`config.mk`:
```
export PLATFORM = sky130hd
export DESIGN_NAME = pin_io_unit
export DESIGN_NICKNAME = d
export VERILOG_FILES = /design/src/rtl/pin_io_pkg.sv /design/src/rtl/pin_io_regs.sv /design/src/rtl/pin_io_filter.sv /design/src/rtl/pin_io_trigger.sv /design/src/rtl/pin_io_unit.sv
export SDC_FILE = /design/constraint.sdc
export NUM_CORES = 1
export LEC_CHECK = 0
export CORE_ASPECT_RATIO = 1.2
export CORE_MARGIN = 2
export CORE_UTILIZATION = 48
export DETAILED_ROUTE_END_ITERATION = 7
export PLACE_DENSITY = 0.86
export RECOVER_POWER = 100
export SYNTH_ARGS = -nofsm -noshare
export SYNTH_HDL_FRONTEND = slang
export SYNTH_SLANG_ARGS = --single-unit
```
`constraint.sdc`:
```
create_clock -name clk -period 7.75 [get_ports clk]
set_clock_uncertainty 0.2 [all_clocks]
set_input_delay 1.55 -clock clk [delete_from_list [all_inputs] [get_ports clk]]
set_output_delay 1.55 -clock clk [all_outputs]
set_load 0.03 [all_outputs]
```
`src/rtl/pin_io_pkg.sv`:
```
package pin_io_pkg;

    // Word indices inside the per-pin window (byte offset / 4)
    localparam int unsigned WORD_CFG   = 0;
    localparam int unsigned WORD_THR   = 1;
    localparam int unsigned WORD_LEVEL = 2;
    localparam int unsigned WORD_FLOAT = 3;
    localparam int unsigned WORD_DRIVE = 4;
    localparam int unsigned WORD_CLEAR = 5;

    typedef enum logic [1:0] {
        TRIG_OFF      = 2'd0,
        TRIG_LEVEL    = 2'd1,
        TRIG_ONE_EDGE = 2'd2,
        TRIG_TWO_EDGE = 2'd3
    } trig_t;

    // Bit 7 down to bit 0 of the configuration word
    typedef struct packed {
        logic  stamp;
        logic  irq_en;
        logic  deb_en;
        logic  pol;
        trig_t trig;
        logic  out_dir;
        logic  pin_en;
    } pin_cfg_t;

    localparam int unsigned CFG_W = $bits(pin_cfg_t);

    function automatic logic word_hit(input logic [7:0] widx, input int unsigned which);
        return widx == 8'(which);
    endfunction

endpackage

```
`src/rtl/pin_io_regs.sv`:
```
module pin_io_regs
    import pin_io_pkg::*;
#(
    parameter int unsigned DATA_W = 32,
    parameter int unsigned ADDR_W = 5,
    parameter int unsigned THR_W  = 8
) (
    input  logic              clk,
    input  logic              rst,
    input  logic              sel,
    input  logic              wr,
    input  logic [ADDR_W-1:0] addr,
    input  logic [DATA_W-1:0] wdata,
    input  logic              level_in,
    output logic [DATA_W-1:0] rdata,
    output pin_cfg_t          cfg_q,
    output logic [THR_W-1:0]  thr_q,
    output logic              float_q,
    output logic              drive_q,
    output logic              clr_pulse
);
    localparam int unsigned WORD_W = ADDR_W - 2;

    logic [7:0] widx;
    logic       we;
    logic       hit_cfg, hit_thr, hit_lvl, hit_flt, hit_drv, hit_clr;
    logic       wr_unused;

    assign widx    = 8'(addr[ADDR_W-1:2]);
    assign we      = sel & wr;
    assign hit_cfg = word_hit(widx, WORD_CFG);
    assign hit_thr = word_hit(widx, WORD_THR);
    assign hit_lvl = word_hit(widx, WORD_LEVEL);
    assign hit_flt = word_hit(widx, WORD_FLOAT);
    assign hit_drv = word_hit(widx, WORD_DRIVE);
    assign hit_clr = word_hit(widx, WORD_CLEAR);

    assign wr_unused = ^{wdata[DATA_W-1:CFG_W], addr[1:0], WORD_W[0]};

    always_ff @(posedge clk) begin
        if (rst) begin
            cfg_q   <= '0;
            thr_q   <= '0;
            float_q <= 1'b1;
            drive_q <= 1'b0;
        end else if (we) begin
            if (hit_cfg) cfg_q   <= pin_cfg_t'(wdata[CFG_W-1:0]);
            if (hit_thr) thr_q   <= wdata[THR_W-1:0];
            if (hit_flt) float_q <= wdata[0];
            if (hit_drv) drive_q <= wdata[0];
        end
    end

    assign clr_pulse = we & hit_clr & wdata[0];

    always_comb begin
        rdata = '0;
        if (sel && !wr) begin
            if (hit_cfg) rdata[CFG_W-1:0] = cfg_q;
            if (hit_thr) rdata[THR_W-1:0] = thr_q;
            if (hit_lvl) rdata[0]         = level_in;
            if (hit_flt) rdata[0]         = float_q;
            if (hit_drv) rdata[0]         = drive_q;
        end
    end

endmodule

```
`src/rtl/pin_io_filter.sv`:
```
module pin_io_filter #(
    parameter int unsigned SYNC_STAGES = 2,
    parameter int unsigned THR_W       = 8
) (
    input  logic             clk,
    input  logic             rst,
    input  logic             pad_in,
    input  logic             tick,
    input  logic             filt_on,
    input  logic [THR_W-1:0] thr,
    output logic             level
);
    logic [SYNC_STAGES-1:0] chain;
    logic                   synced;
    logic [THR_W-1:0]       cnt;
    logic [THR_W:0]         cnt_next;

    generate
        if (SYNC_STAGES == 1) begin : g_one
            always_ff @(posedge clk) begin
                if (rst) chain <= '0;
                else     chain <= pad_in;
            end
        end else begin : g_many
            always_ff @(posedge clk) begin
                if (rst) chain <= '0;
                else     chain <= {chain[SYNC_STAGES-2:0], pad_in};
            end
        end
    endgenerate

    assign synced   = chain[SYNC_STAGES-1];
    assign cnt_next = {1'b0, cnt} + (THR_W+1)'(1);

    always_ff @(posedge clk) begin
        if (rst) begin
            level <= 1'b0;
            cnt   <= '0;
        end else if (!filt_on) begin
            level <= synced;
            cnt   <= '0;
        end else if (synced == level) begin
            cnt   <= '0;
        end else if (tick) begin
            if (cnt_next >= {1'b0, thr}) begin
                level <= synced;
                cnt   <= '0;
            end else begin
                cnt   <= cnt_next[THR_W-1:0];
            end
        end
    end

endmodule

```
`src/rtl/pin_io_trigger.sv`:
```
module pin_io_trigger
    import pin_io_pkg::*;
(
    input  logic  clk,
    input  logic  rst,
    input  logic  level,
    input  logic  pin_en,
    input  trig_t trig,
    input  logic  pol,
    input  logic  clr,
    output logic  edge_hit,
    output logic  lvl_hit,
    output logic  status
);
    logic prev;
    logic rise, fall;

    assign rise = level & ~prev;
    assign fall = ~level & prev;

    always_comb begin
        edge_hit = 1'b0;
        lvl_hit  = 1'b0;
        if (pin_en) begin
            unique case (trig)
                TRIG_LEVEL:    lvl_hit  = (level == pol);
                TRIG_ONE_EDGE: edge_hit = pol ? rise : fall;
                TRIG_TWO_EDGE: edge_hit = rise | fall;
                default:       ;
            endcase
        end
    end

    always_ff @(posedge clk) begin
        if (rst) begin
            prev   <= 1'b0;
            status <= 1'b0;
        end else begin
            prev   <= level;
            // a fresh edge outranks a clear; a clear outranks a held level
            status <= edge_hit | ((lvl_hit | status) & ~clr);
        end
    end

endmodule

```
`src/rtl/pin_io_unit.sv`:
```
module pin_io_unit
    import pin_io_pkg::*;
#(
    parameter int unsigned DATA_W      = 32,
    parameter int unsigned ADDR_W      = 5,
    parameter int unsigned THR_W       = 8,
    parameter int unsigned SYNC_STAGES = 2
) (
    input  logic              clk,
    input  logic              rst,
    input  logic              bus_sel,
    input  logic              bus_wr,
    input  logic [ADDR_W-1:0] bus_addr,
    input  logic [DATA_W-1:0] bus_wdata,
    output logic [DATA_W-1:0] bus_rdata,
    input  logic              pad_in,
    input  logic              ms_tick,
    output logic              pad_out,
    output logic              pad_oe,
    output logic              irq,
    output logic              irq_raw
);
    pin_cfg_t         cfg_q;
    logic [THR_W-1:0] thr_q;
    logic             float_q;
    logic             drive_q;
    logic             clr_pulse;
    logic             flt_level;
    logic             deb_act;
    logic             edge_hit;
    logic             lvl_hit;
    logic             status_q;
    logic             cfg_unused;

    pin_io_regs #(.DATA_W(DATA_W), .ADDR_W(ADDR_W), .THR_W(THR_W)) u_regs (
        .clk       (clk),
        .rst       (rst),
        .sel       (bus_sel),
        .wr        (bus_wr),
        .addr      (bus_addr),
        .wdata     (bus_wdata),
        .level_in  (flt_level),
        .rdata     (bus_rdata),
        .cfg_q     (cfg_q),
        .thr_q     (thr_q),
        .float_q   (float_q),
        .drive_q   (drive_q),
        .clr_pulse (clr_pulse)
    );

    assign deb_act = cfg_q.deb_en & (thr_q != '0);

    pin_io_filter #(.SYNC_STAGES(SYNC_STAGES), .THR_W(THR_W)) u_filter (
        .clk     (clk),
        .rst     (rst),
        .pad_in  (pad_in),
        .tick    (ms_tick),
        .filt_on (deb_act),
        .thr     (thr_q),
        .level   (flt_level)
    );

    pin_io_trigger u_trig (
        .clk      (clk),
        .rst      (rst),
        .level    (flt_level),
        .pin_en   (cfg_q.pin_en),
        .trig     (cfg_q.trig),
        .pol      (cfg_q.pol),
        .clr      (clr_pulse),
        .edge_hit (edge_hit),
        .lvl_hit  (lvl_hit),
        .status   (status_q)
    );

    assign cfg_unused = cfg_q.stamp;

    assign pad_out = drive_q;
    assign pad_oe  = cfg_q.pin_en & cfg_q.out_dir & ~float_q;
    assign irq_raw = status_q;
    assign irq     = status_q & cfg_q.irq_en;

endmodule

```
==> results.json, run 1 <==
{
  "setup-tns-final_ps": 0,
  "fill_cells": 392,
  "finalHoldViolations": 0,
  "multi_input_area_mm2": 0.00126,
  "leakage_nw": 0.975,
  "dieWidth_um": 64.1,
  "power.total_w": 0.000374,
  "htreeDepth": 2,
  "drtIter0Drc": 73,
  "synth-simple-area-share": 0.217,
  "rsz0062_at_grt": "no",
  "relSlewSlack": -0.428,
  "synth_seq_cells": 31,
  "tightest_slew_ps": 2120,
  "violations": "max-capacitance violations, max-slew violations",
  "vias_per_cell": 5.25,
  "grt_pass1_wl_um": 7230,
  "place_congestion": 0.842,
  "cp.arrival_ps": 3920,
  "clock_power_share": 0.443,
  "syn_area_mm2": 0.00208,
  "yosys_warnings": 0,
  "ant_nets": 0,
  "diodes": 0,
  "cts_tree": "built",
  "power_switching_share": 0.252,
  "synthToLayoutAreaGrowth_pct": 15.2,
  "final-seq-area_um2": 621,
  "drive_gt1_frac": 0.0672,
  "grt_max_degree": 26,
  "async_flop_share": 0,
  "synth_edf_count": 0,
  "power_density_mw_per_mm2": 156,
  "worst_setup_path_start_kind": "input port",
  "min_period_ps": 5670,
  "drv_cap": 1,
  "syn-instance-count": 242,
  "grt.total_usage": 0.180,
  "post-route-period-util": 0.732,
  "reg2reg_slack_ps": 4700,
  "ctsHoldBuffers": 0,
  "synth_cell_types": 47,
  "ys.flop_type": "dfxtp_1",
  "vias": 1702,
  "wl_per_cell_um": 13.0,
  "row_count": 26,
  "dieArea_mm2": 0.00487,
  "dpl-instance-area_mm2": 0.00231,
  "cts_made_buffers": 5,
  "worstHoldPathType": "reg2reg",
  "start_util": 0.495,
  "synthMuxAreaShare": 0.137,
  "synth_xor_area_frac": 0.0337,
  "path_clk_slew_ps": 70,
  "fin_area_mm2": 0.00239,
  "synth_compound_area_frac": 0.119,
  "final_util": 0.570,
  "drc": 0,
  "worstSetupPathType": "in2out",
  "netlist.area_leader.share": 0.299,
  "io_buffers": 28,
  "p_seq_frac": 0.437,
  "ctsResizeCount": 0,
  "grt_pass1_vias": 1680,
  "synth_top_family_by_area": "simple AND/OR/NAND/NOR gates",
  "status": "finished with violations",
  "combPwrFrac": 0.120,
  "synthTopCellsByArea": "dfxtp_1 30%, mux2i_1 12%, buf_4 8.7%, ha_1 6.6%, nor2_1 5.4%",
  "postCtsSetupBuffers": 0,
  "fp.dieH_um": 76.1,
  "synth_commonest_cells": "31 x dfxtp_1, 30 x nor2_1, 25 x mux2i_1",
  "synth.avg_cell_area_um2": 8.58,
  "cp_max_fo": 14,
  "drt-total-wl_um": 4210,
  "core-area_mm2": 0.00420,
  "cp.required_ps": 6000,
  "ir_drop_mv": 0.126,
  "clockRootBuffer": "clkbuf_8",
  "floorplan.io_pins": 79,
  "synthAdderAreaFrac": 0.0663,
  "final_nets": 321,
  "p_sw_w": 0.0000941,
  "synth.largest_area_cell": "dfxtp_1",
  "dp_hpwl_um": 3250,
  "clkLatencyLatePin_ps": 280,
  "numClockSinks": 31,
  "drv_slew": 9,
  "cts_max_path_buffers": 2,
  "fmax_ghz": 0.176,
  "grt-ovfl-total": 0,
  "seq_area_frac_synth": 0.299,
  "setup_violations": 0,
  "yosysMostFrequentCell": "dfxtp_1",
  "grt_antenna_before_repair": 0,
  "power.internal_w": 0.000280,
  "drt-pass1-iter-count": 4,
  "worstSetupEndpointType": "output pin"
}
==> through the flow <==
stage | setup WS (ps) | hold WS, ps | std cells
5_1_grt | 1970 | 256 | 324
3_5_place_dp | 2190 | 233 | 316
4_1_cts | 2180 | 246 | 324
3_3_place_gp | 2200 | 238 | 316
6_report | 2080 | 239 | 324
2_1_floorplan | 3310 | 214 | 265
==> kinds of logic after synthesis <==
logic type,count (synthesis)
adders and majority gates,11
DFF,31
and+or+nand+nor,84
muxes,27
AOI/OAI and AO/OA,35
xor gates and xnor gates,8
other,1
buffers and inverters,45
==> state kept, by name, indices dropped and copies added, names as in the netlist <==
register / cells
u_filter.cnt: 8
u_regs.cfg_q: 8
u_regs.thr_q: 8
u_filter.chain: 2
u_filter.level: 1
u_regs.drive_q: 1
u_regs.float_q: 1
u_trig.prev: 1
u_trig.status: 1
==> area by class of cell <==
class                           count  share of cell area
Timing Repair Buffer               29               0.119
Inverter                           11              0.0173
Sequential cell                    31               0.259
Clock inverter                      2              0.0146
Clock buffer                        6              0.0345
Multi-Input combinational cell    189               0.526
Tap cell                           56              0.0293
==> worst paths after layout <==
check,startpoint,endpoint,cells past startpoint
worst max-delay path,bus_addr[2],bus_rdata[0],5
worst min-delay path,u_filter.chain[0],u_filter.chain[1],1
worst max register to register,u_filter.cnt[2],u_filter.cnt[1],10
worst min register to register,u_filter.chain[0],u_filter.chain[1],1
==> metal layers <==
layer / vias to the layer above / global-route usage / share of wire
li1: 853 / - / -
met1: 803 / 0.199 / 0.42
met2: 41 / 0.341 / 0.52
met3: 5 / 0.0384 / 0.048
met4: 0 / 0.0435 / 0.0081
met5: - / 0 / 0
==> cell usage in the layout, fill, tap and decap left out, types with 2 or more instances in the layout <==
master           synthesis  layout
nor3_1                   2       2
nor3b_1                  3       3
a21oi_1                  5       5
nand2b_1                 5       5
nand3b_1                 2       2
or3_1                    2       2
a31o_2                   2       2
and3_1                   4       4
o21ai_0                 12      13
ha_1                    11      11
mux2i_1                 25      25
nor4b_1                  2       2
nor4_1                   3       4
a221oi_1                 2       2
o2111ai_1                1       2
xnor2_1                  3       3
clkbuf_8                 0       6
inv_1                   11      11
xor2_1                   5       5
dfxtp_1                 31      31
dlygate4sd3_1            0      14
nor2_1                  30      30
nand3_1                 11      11
nand4_1                  2       2
nor2b_1                  2       2
nand2_1                 10      10
conb_1                   1      24
clkdlybuf4s50_1          0      14
or4_4                    2       2
o21a_1                   2       2
==> power groups by stage <==
stage | clock [W] | combinational [W] | sequential, W
2_1_floorplan | 0 | 0.0000417 | 0.000166
6_report | 0.000166 | 0.0000448 | 0.000163
4_1_cts | 0.000169 | 0.0000461 | 0.000163
3_3_place_gp | 0 | 0.0000451 | 0.000167
5_1_grt | 0.000175 | 0.0000484 | 0.000163
3_5_place_dp | 0 | 0.0000458 | 0.000167
==> worst max-delay path: stages <==
cell           delay, ps
dlygate4sd3_1        960
mux4_2               580
nand2b_1              90
a21oi_1               50
dlygate4sd3_1        680
(Power assumes the default switching activity.)
==> inputs of run 2 (changes only) <==
--- a/config.mk
+++ b/config.mk
@@ -7,9 +7,9 @@
 export LEC_CHECK = 0
 export CORE_ASPECT_RATIO = 1.2
 export CORE_MARGIN = 2
-export CORE_UTILIZATION = 48
+export CORE_UTILIZATION = 44
 export DETAILED_ROUTE_END_ITERATION = 7
-export PLACE_DENSITY = 0.86
+export PLACE_DENSITY = 0.8
 export RECOVER_POWER = 100
 export SYNTH_ARGS = -nofsm -noshare
 export SYNTH_HDL_FRONTEND = slang
==> constraint.sdc (replaced) <==
create_clock -name clk -period 5.8 [get_ports clk]
set_clock_uncertainty 0.2 [all_clocks]
set_input_delay 1.16 -clock clk [delete_from_list [all_inputs] [get_ports clk]]
set_output_delay 1.16 -clock clk [all_outputs]
set_load 0.03 [all_outputs]
==> results.json, run 2 (synthesis gave the netlist of run 1 again) <==
{
  "cts_tree": "built",
  "timing.rr.start": "u_filter.cnt[2]",
  "drive_gt1_frac": 0.0709,
  "cts_max_path_buffers": 2,
  "postCtsSetupBuffers": 0,
  "diodes": 0,
  "path_clk_slew_ps": 60,
  "power_density_mw_per_mm2": 188,
  "final-seq-area_um2": 621,
  "grt-ovfl-total": 0,
  "place_congestion": 0.791,
  "status": "finished with violations",
  "ir_drop_mv": 0.0966,
  "cp_max_fo": 8,
  "dp_cells": 319,
  "io_buffers": 28,
  "fin_cells": 326,
  "fmax_ghz": 0.220,
  "ant_nets": 0,
  "holdWs_ps": 243,
  "worstSetupPathType": "in2out",
  "reg2reg_slack_ps": 2690,
  "multi_input_area_mm2": 0.00127,
  "fp.dieH_um": 79.3,
  "layout.cells.most_common": "dfxtp_1",
  "reg2reg_depth": 10,
  "dieArea_mm2": 0.00529,
  "drv_slew": 9,
  "min_period_ps": 4540,
  "grt_pass1_vias": 1543,
  "dpl-instance-area_mm2": 0.00232,
  "fin_area_mm2": 0.00238,
  "worstSetupEndpointType": "output pin",
  "cp.arrival_ps": 3180,
  "crit_start": "bus_addr[4]",
  "vias": 1726,
  "row_count": 27,
  "grt_antenna_before_repair": 0,
  "fill_cells": 428,
  "relSlewSlack": -0.425,
  "clockRootBuffer": "clkbuf_8",
  "floorplan.io_pins": 79,
  "drc": 0,
  "met2_usage": 0.313,
  "met1_usage": 0.192,
  "synthToLayoutAreaGrowth_pct": 14.6,
  "grt.total_usage": 0.173,
  "grt_max_degree": 26,
  "tightest_slew_ps": 2120,
  "vias_per_cell": 5.29,
  "crit_path_end": "bus_rdata[7]",
  "rsz0062_at_grt": "no",
  "start_util": 0.455,
  "reg2reg_to": "u_filter.level",
  "ctsHoldBuffers": 0,
  "finalHoldViolations": 0,
  "worst_setup_path_start_kind": "input port",
  "htreeDepth": 2,
  "cts_made_buffers": 5,
  "worstHoldPathType": "reg2reg",
  "numClockSinks": 31,
  "core-area_mm2": 0.00456,
  "drv_cap": 1,
  "largestRegisters": "u_filter.cnt (8), u_regs.cfg_q (8), u_regs.thr_q (8)",
  "top_usage_layer": "met2",
  "dieWidth_um": 66.7,
  "drt-total-wl_um": 4220,
  "clkLatencyLatePin_ps": 280,
  "drt-pass1-iter-count": 4,
  "power.total_w": 0.000447,
  "ctsResizeCount": 0,
  "grt_util_met3": 0.0312,
  "post-route-period-util": 0.784,
  "wl_per_cell_um": 12.9,
  "drtIter0Drc": 95,
  "setup-tns-final_ps": 0,
  "final_nets": 322,
  "leakage_nw": 0.962,
  "dp_hpwl_um": 3230,
  "cp.required_ps": 4440,
  "setup_violations": 0,
  "grt_pass1_wl_um": 7020,
  "final_cell_mix": "31 x dfxtp_1, 30 x nor2_1, 25 x mux2i_1, 24 x conb_1",
  "violations": "max-capacitance violations, max-slew violations"
}
run 2: worst min path at each step:
| stage | slack, ps | to | start | cells past startpoint |
|---|---|---|---|---|
| global placement | 220 | u_filter.chain[1] | u_filter.chain[0] | 1 |
| detailed placement | 240 | u_filter.chain[1] | u_filter.chain[0] | 1 |
| global route | 260 | u_filter.chain[1] | u_filter.chain[0] | 1 |
| CTS | 250 | u_filter.chain[1] | u_filter.chain[0] | 1 |
| floorplan | 210 | u_filter.chain[1] | u_filter.chain[0] | 1 |
| finish | 240 | u_filter.chain[1] | u_filter.chain[0] | 1 |
run 2: stage by stage:
| stage | utilization | setup slack (ps) |
|---|---|---|
| finish | 0.522 | 1260 |
| global route | 0.522 | 1140 |
| CTS | 0.527 | 1250 |
| detailed placement | 0.508 | 1250 |
| global placement | 0.508 | 1270 |
| floorplan | - | 2140 |
run 2: metal layers:
layer / up-vias / wire (µm)
met2: 53 / 2180
met4: 0 / 65
li1: 857 / -
met1: 810 / 1750
met5: - / 0
met3: 6 / 229
run 2: where the power goes:
group	leakage, nW	total, W	internal, W	switching (W)
logic	0.664	0.0000600	0.0000194	0.0000406
registers	0.251	0.000218	0.000216	0.00000267
clock network	0.0470	0.000169	0.0000929	0.0000759
total	0.962	0.000447	0.000328	0.000119
run 2: cell type report:
cell class,count,area share
timing repair buffer,30,0.123
tap,58,0.0305
multi-input combinational,189,0.532
inverter,11,0.0174
clock buffer,6,0.0347
clock inverter,1,0.00210
sequential,31,0.261
run 2: critical path, stage by stage:
cell and delay (ps):
clkdlybuf4s50_1 530, or3_1 560, nor2_1 180, dlygate4sd3_1 750
